<file path="src/rtl/wlk_pkg.sv">
`timescale 1ns/1ps
package wlk_pkg;

  typedef enum logic [2:0] {
    TRK_IDLE,
    TRK_KEY1,
    TRK_KEY2,
    TRK_ARMED,
    TRK_OFF3,
    TRK_OFF4,
    TRK_OFF5
  } trk_state_t;

  typedef struct packed {
    logic prog;
    logic set_lock;
    logic clr_lock;
  } wr_verdict_t;

  // Next value of a down-counter that reloads on load and stops at zero.
  function automatic int unsigned tick_down(input int unsigned cur,
                                            input logic load,
                                            input int unsigned reload);
    if (load) return reload;
    if (cur != 0) return cur - 1;
    return 0;
  endfunction

endpackage

</file>
<file path="src/rtl/wlk_seq.sv">
`timescale 1ns/1ps
module wlk_seq
  import wlk_pkg::*;
#(
  parameter int AW = 16,
  parameter int DW = 8,
  parameter logic [AW-1:0] LEAD_ADDR  = 16'h5555,
  parameter logic [AW-1:0] MID_ADDR_A = 16'hAAAA,
  parameter logic [AW-1:0] MID_ADDR_B = 16'h2AAA,
  parameter logic [DW-1:0] KEY1       = 8'hAA,
  parameter logic [DW-1:0] KEY2       = 8'h55,
  parameter logic [DW-1:0] ON_CODE    = 8'hA0,
  parameter logic [DW-1:0] OFF_CODE   = 8'h80,
  parameter logic [DW-1:0] KILL_CODE  = 8'h20
) (
  input  logic          clk,
  input  logic          por_n,
  input  logic          guard_n,
  input  logic          accept,
  input  logic [AW-1:0] addr,
  input  logic [DW-1:0] data,
  output wr_verdict_t   verdict,
  output logic          protect_on
);

  trk_state_t st_q, st_d;
  logic       lock_q;

  function automatic logic lead_hit(input logic [AW-1:0] a,
                                    input logic [DW-1:0] d,
                                    input logic [DW-1:0] code);
    return (a == LEAD_ADDR) && (d == code);
  endfunction

  function automatic logic mid_hit(input logic [AW-1:0] a,
                                   input logic [DW-1:0] d);
    return ((a == MID_ADDR_A) || (a == MID_ADDR_B)) && (d == KEY2);
  endfunction

  always_comb begin
    st_d             = TRK_IDLE;
    verdict.prog     = !lock_q;
    verdict.set_lock = 1'b0;
    verdict.clr_lock = 1'b0;
    unique case (st_q)
      TRK_IDLE:
        if (lead_hit(addr, data, KEY1)) begin
          st_d = TRK_KEY1; verdict.prog = 1'b0;
        end
      TRK_KEY1:
        if (mid_hit(addr, data)) begin
          st_d = TRK_KEY2; verdict.prog = 1'b0;
        end
      TRK_KEY2:
        if (lead_hit(addr, data, ON_CODE)) begin
          st_d = TRK_ARMED; verdict.prog = 1'b0;
        end else if (lead_hit(addr, data, OFF_CODE)) begin
          st_d = TRK_OFF3; verdict.prog = 1'b0;
        end
      TRK_ARMED: begin
        verdict.prog     = 1'b1;
        verdict.set_lock = 1'b1;
      end
      TRK_OFF3:
        if (lead_hit(addr, data, KEY1)) begin
          st_d = TRK_OFF4; verdict.prog = 1'b0;
        end
      TRK_OFF4:
        if (mid_hit(addr, data)) begin
          st_d = TRK_OFF5; verdict.prog = 1'b0;
        end
      TRK_OFF5:
        if (lead_hit(addr, data, KILL_CODE)) begin
          verdict.prog     = 1'b0;
          verdict.clr_lock = 1'b1;
        end
      default: st_d = TRK_IDLE;
    endcase
  end

  always_ff @(posedge clk) begin
    if (!por_n) begin
      st_q   <= TRK_IDLE;
      lock_q <= 1'b0;
    end else if (!guard_n) begin
      st_q <= TRK_IDLE;
    end else if (accept) begin
      st_q <= st_d;
      if (verdict.set_lock)      lock_q <= 1'b1;
      else if (verdict.clr_lock) lock_q <= 1'b0;
    end
  end

  assign protect_on = lock_q;

endmodule

</file>
<file path="src/rtl/wlk_busy.sv">
`timescale 1ns/1ps
module wlk_busy
  import wlk_pkg::*;
#(
  parameter int PROG_CYCLES = 1250000
) (
  input  logic clk,
  input  logic por_n,
  input  logic start,
  input  logic abort,
  output logic busy
);

  localparam int CW = $clog2(PROG_CYCLES + 1);

  logic [CW-1:0] left_q;
  logic          busy_q;

  always_ff @(posedge clk) begin
    if (!por_n) begin
      busy_q <= 1'b0;
      left_q <= '0;
    end else if (abort) begin
      busy_q <= 1'b0;
      left_q <= '0;
    end else if (start) begin
      busy_q <= 1'b1;
      left_q <= CW'(tick_down(0, 1'b1, PROG_CYCLES - 1));
    end else if (busy_q) begin
      if (left_q == '0) busy_q <= 1'b0;
      left_q <= CW'(tick_down(int'(left_q), 1'b0, 0));
    end
  end

  assign busy = busy_q;

endmodule

</file>
<file path="src/rtl/wlk_recover.sv">
`timescale 1ns/1ps
module wlk_recover
  import wlk_pkg::*;
#(
  parameter int RECOVER_CYCLES = 12500
) (
  input  logic clk,
  input  logic por_n,
  input  logic guard_n,
  output logic ready
);

  localparam int RW = $clog2(RECOVER_CYCLES + 1);

  logic [RW-1:0] wait_q;

  always_ff @(posedge clk) begin
    if (!por_n) wait_q <= RW'(RECOVER_CYCLES);
    else        wait_q <= RW'(tick_down(int'(wait_q), !guard_n, RECOVER_CYCLES));
  end

  assign ready = guard_n && (wait_q == '0);

endmodule

</file>
<file path="src/rtl/eeprom_wlock_ctrl.sv">
`timescale 1ns/1ps
module eeprom_wlock_ctrl
  import wlk_pkg::*;
#(
  parameter int AW             = 16,
  parameter int DW             = 8,
  parameter int PROG_CYCLES    = 1250000,
  parameter int RECOVER_CYCLES = 12500
) (
  input  logic          clk,
  input  logic          por_n,
  input  logic          guard_n,
  input  logic          wr_valid,
  input  logic [AW-1:0] wr_addr,
  input  logic [DW-1:0] wr_data,
  output logic          pgm_start,
  output logic [AW-1:0] pgm_addr,
  output logic [DW-1:0] pgm_data,
  output logic          protect_on,
  output logic          busy
);

  wr_verdict_t verdict;
  logic        ready;
  logic        accept;
  logic        start_evt;
  logic        abort_evt;

  assign accept    = wr_valid && ready && !busy;
  assign start_evt = accept && verdict.prog;
  assign abort_evt = busy && !guard_n;

  wlk_seq #(.AW(AW), .DW(DW)) u_seq (
    .clk(clk), .por_n(por_n), .guard_n(guard_n), .accept(accept),
    .addr(wr_addr), .data(wr_data), .verdict(verdict), .protect_on(protect_on)
  );

  wlk_busy #(.PROG_CYCLES(PROG_CYCLES)) u_busy (
    .clk(clk), .por_n(por_n), .start(start_evt), .abort(abort_evt), .busy(busy)
  );

  wlk_recover #(.RECOVER_CYCLES(RECOVER_CYCLES)) u_recover (
    .clk(clk), .por_n(por_n), .guard_n(guard_n), .ready(ready)
  );

  always_ff @(posedge clk) begin
    if (!por_n) begin
      pgm_start <= 1'b0;
      pgm_addr  <= '0;
      pgm_data  <= '0;
    end else begin
      pgm_start <= start_evt;
      if (start_evt) begin
        pgm_addr <= wr_addr;
        pgm_data <= wr_data;
      end
    end
  end

endmodule


</file>
<file path="config.mk">
export PLATFORM = sky130hd
export DESIGN_NAME = eeprom_wlock_ctrl
export DESIGN_NICKNAME = d
export VERILOG_FILES = /design/src/rtl/wlk_pkg.sv /design/src/rtl/wlk_seq.sv /design/src/rtl/wlk_busy.sv /design/src/rtl/wlk_recover.sv /design/src/rtl/eeprom_wlock_ctrl.sv
export SDC_FILE = /design/constraint.sdc
export NUM_CORES = 1
export LEC_CHECK = 0
export BUFFER_PORTS_ARGS = -buffer_cell sky130_fd_sc_hd__buf_4
export CORE_ASPECT_RATIO = 0.5
export CORE_MARGIN = 2
export CORE_UTILIZATION = 45
export CTS_CLUSTER_DIAMETER = 200
export CTS_CLUSTER_SIZE = 12
export DETAILED_ROUTE_END_ITERATION = 10
export GPL_ROUTABILITY_DRIVEN = 0
export GPL_TIMING_DRIVEN = 0
export PLACE_DENSITY = 0.66
export SLEW_MARGIN = 30
export SYNTH_ARGS = -nofsm -noshare
export SYNTH_HDL_FRONTEND = slang
export SYNTH_SLANG_ARGS = --single-unit
</file>
<file path="constraint.sdc">
create_clock -name clk -period 2.6 [get_ports clk]
set_input_delay 0.26 -clock clk [delete_from_list [all_inputs] [get_ports clk]]
set_output_delay 0.26 -clock clk [all_outputs]
set_load 0.05 [all_outputs]
</file>
==> metrics.md <==
| Metric | Value |
|---|---|
| Max-Cap Viols | 0 |
| Worst endpoint required time | 2.86 ns |
| Total Negative Setup Slacks | 0 ns |
| Min Hold Slack | 0.198 ns |
| Effective utilization at floorplan | 47.5% |
| Port bufs | 53 |
| Worst slack at placement | 0.515 ns |
| Proportion of power drawn by the clock network | 54.5% |
| Nets | 449 |
| Syn. warnings | 0 |
| Worst slew margin relative to its limit | 50.6% |
| Hold_buf cts | 0 |
| CTS tree | done |
| Horizontal extent of the die | 124 microns |
| Buffer count from post-CTS setup fixing | 0 |
| Fill cell instance count of the final layout | 598 |
| Core Area | 0.00683 sq mm |
| Register clock-pin slew on the reported worst setup and hold paths | 0.05 ns |
| Combinational share of power | 5.3% |
| Number of buffer and inverter stages on the critical path | 2 |
| Clock skew | 0.00360 ns |
| Clock root buffer | sky130_fd_sc_hd__clkbuf_16 |
| Remaining routing DRC violations | 0 |
| Std-Cell Rows | 21 |
| Post-Syn Instances | 355 |
| Final setup violation count | 0 |
| Post-cts resize count | 0 |
| CTS sink count | 65 |
| Final standard cell area without fillers | 0.00410 sq mm |
| I/O pin total | 55 |
| Final worst-path setup slack | 0.485 ns |
| Data arrival, critical path | 2.37 ns |
| Status | completed |
| Final routed wirelength across all metal layers | 7.29 mm |
| Global-route wire length before repair | 12.6 mm |
| Remaining Overflow, GRT | 0 |
| Antenna cells | 0 |
| Area post-placement | 0.00376 sq mm |
| Sequential-to-total area share from yosys stat | 40.1% |
| Post-placement cell count | 500 |
| Flop and latch count out of synthesis | 65 |
| Post-layout power | 2.51 mW |
| Type of the tightest min-delay check | input pin to flop |
| Chip Height | 64.1 microns |
| Detailed-route via count | 2778 |
| Non-filler cells, final | 516 |
| Number of synthesized flops with an enable pin | 0 |
| Post-detailed-route count of antenna-violating nets | 0 |
| Number of unique standard cell types used by synthesis | 57 |
| Async set or reset register ratio after synthesis | 0% |
| Cell internal pwr | 2.00 mW |
| Post-DR vias/cell | 5.38 |
| Number of failing hold endpoints at the final stage | 0 |
| Via count of the first global-routing pass | 2671 |
| Ratio of cells with drive above 1 in the final layout | 22.9% |
| Post-synthesis cell area | 0.00325 sq mm |
| Full die area | 0.00795 sq mm |
| Sequential cell area | 0.00130 sq mm |
| Number of DRC markers in iteration 0 | 175 |
| Switching share of power | 20.3% |
| First-pass DRT Iterations | 4 |
| Synth-to-layout area growth | 26.2% |
| Net Sw Power | 0.510 mW |
| Half-perimeter wire length after detailed placement | 5.36 mm |
| Share of the cycle needed by the critical path after routing | 81.3% |
| Top fanout value on the critical path | 10 |
| Maximum buffer depth of the clock tree | 2 |
| Main synth FF type | sky130_fd_sc_hd__dfxtp_1 |
| Final count of pins violating max slew | 0 |
| RSZ-0062 raised after global routing | false |
| Static Leakage | 1.54 nW |
| Area occupied by multi-input gates | 0.00178 sq mm |
| Ordered cell list for the critical path | or4_4 -> nor3_4 -> nand2_2 -> a21oi_2 -> buf_6 -> buf_12 -> mux2i_1 |
| Kind of critical path | flop to flop |
| Top cell type's share of synthesized area | 40.1% |
| H-tree level count | 3 |
| Number of antenna violations at the first check in global routing | 0 |
| Max Clk Rate | 473 MHz |
| Avg Inst Size Synth | 9.15 sq um |
| Maximum vdd ir drop | 0.000324 V |
| Utilization of the core after routing | 60.0% |
| Transition time at the pin with the least slew margin | 0.740 ns |
| Min cycle time layout | 2.11 ns |
| Worst skew pair latency | 0.33 ns |
| CP max stage delay | 0.58 ns |
| Sequential share of power | 40.2% |
| PwrDens | 612 mW/mm^2 |
| Largest delay share family, worst path | simple AND/OR/NAND/NOR gates |
| CP Capture Type | flop |
| Synth area leaders | sky130_fd_sc_hd__dfxtp_1 (40%), sky130_fd_sc_hd__mux2i_1 (7.7%), sky130_fd_sc_hd__nand2_1 (6.9%) |
| Routed len/inst | 14.1 microns |
| Critical Path Source Type | flop |
| Maximum number of pins on one net before global-route repair | 12 |
| Total clock buffers created by CTS | 9 |
| Net count after synthesis | 385 |
| Dominant cell type by area after synthesis | sky130_fd_sc_hd__dfxtp_1 |
| Slowest stage cell, crit path | sky130_fd_sc_hd__or4_4 |
| Global-route usage over all layers | 20.4% |
[final cells by class]
class	instances	area share, %
plain buffers	16	3.27
multi-input cells	266	43.5
clock inverters	5	2.53
well taps	92	2.81
flip-flops and latches	65	31.8
inverters	8	0.733
repair buffers	53	9.71
clock buffers	11	5.68
[worst paths after layout]
| kind | cells after the start | end | slack (ns) | startpoint |
|---|---|---|---|---|
| min | 3 | pgm_addr[2]$_SDFFE_PN0P_ | 0.20 | wr_addr[2] |
| max | 7 | pgm_addr[6]$_SDFFE_PN0P_ | 0.49 | u_recover.wait_q[9]$_SDFF_PN0_ |
| min reg2reg | 2 | pgm_addr[2]$_SDFFE_PN0P_ | 0.45 | pgm_addr[2]$_SDFFE_PN0P_ |
| max reg2reg | 7 | pgm_addr[6]$_SDFFE_PN0P_ | 0.49 | u_recover.wait_q[9]$_SDFF_PN0_ |
[power by group through the flow]
stage	combinational (mW)	sequential, mW	clock (mW)
2_1_floorplan	0.0679	1.03	0
3_3_place_gp	0.131	1.03	0
3_5_place_dp	0.134	1.03	0
4_1_cts	0.134	1.01	1.39
5_1_grt	0.146	1.01	1.44
6_report	0.134	1.01	1.37
[synth_stat cells (all sizes together) (3+ instances only)]
| cell | n |
|---|---|
| dfxtp | 65 |
| nand2 | 61 |
| mux2i | 25 |
| nor2 | 23 |
| nor3 | 19 |
| xnor2 | 19 |
| a21oi | 12 |
| nor4 | 12 |
| o21ai | 12 |
| nand3 | 11 |
| clkbuf | 9 |
| inv | 8 |
| o2bb2ai | 8 |
| buf | 7 |
| nor4bb | 7 |
| xor2 | 5 |
| a21o | 4 |
| nand4 | 4 |
| or3 | 4 |
| and3 | 3 |
| o31ai | 3 |
| or4 | 3 |
[state kept, by name, indices dropped and copies added (netlist names)]
name and flops:
pgm_addr 16, u_busy.busy 1, pgm_start 1, u_recover.wait_q 14, pgm_data 8, u_seq.protect_on 1, u_seq.st_q 3, u_busy.left_q 21
[per-layer routing]
metal,global-route usage (%),vias to the layer above,part of all wire (%)
li1,-,1403,-
met1,25.3,1313,47
met2,33.3,51,46
met3,7.14,11,5.6
met4,6.32,0,1.5
met5,0,-,0
[layout by cell type (no fill, tap or decap), types with 3 or more instances in the layout]
cell type,count
sky130_fd_sc_hd__dfxtp_1,65
sky130_fd_sc_hd__clkbuf_1,11
sky130_fd_sc_hd__clkbuf_16,9
sky130_fd_sc_hd__nand2_1,60
sky130_fd_sc_hd__nand4_1,4
sky130_fd_sc_hd__o31ai_1,3
sky130_fd_sc_hd__o21ai_0,11
sky130_fd_sc_hd__buf_6,4
sky130_fd_sc_hd__a21o_1,4
sky130_fd_sc_hd__xor2_1,5
sky130_fd_sc_hd__bufinv_16,3
sky130_fd_sc_hd__nor4_1,9
sky130_fd_sc_hd__mux2i_1,25
sky130_fd_sc_hd__inv_1,8
sky130_fd_sc_hd__nor2_1,22
sky130_fd_sc_hd__buf_4,53
sky130_fd_sc_hd__nand3_1,11
sky130_fd_sc_hd__a21oi_1,11
sky130_fd_sc_hd__xnor2_1,19
sky130_fd_sc_hd__o2bb2ai_2,8
sky130_fd_sc_hd__nor3_1,17
sky130_fd_sc_hd__nor4bb_1,7
sky130_fd_sc_hd__and3_1,3
[worst min-delay path: stages]
cell and delay, ns:
sky130_fd_sc_hd__buf_4 0.11, sky130_fd_sc_hd__nand2_1 0.05, sky130_fd_sc_hd__mux2i_1 0.05
[logic make-up after synthesis]
kind of cell	synth area share, %
AO/OA/AOI/OAI	11.8
XOR/XNOR	6.47
adder cells (fa/ha/maj)	0.770
buffers and inverters	5.05
flip-flops	40.1
multiplexers	7.70
AND/OR/NAND/NOR	28.2
No activity file was read; power rests on OpenSTA's default activity.
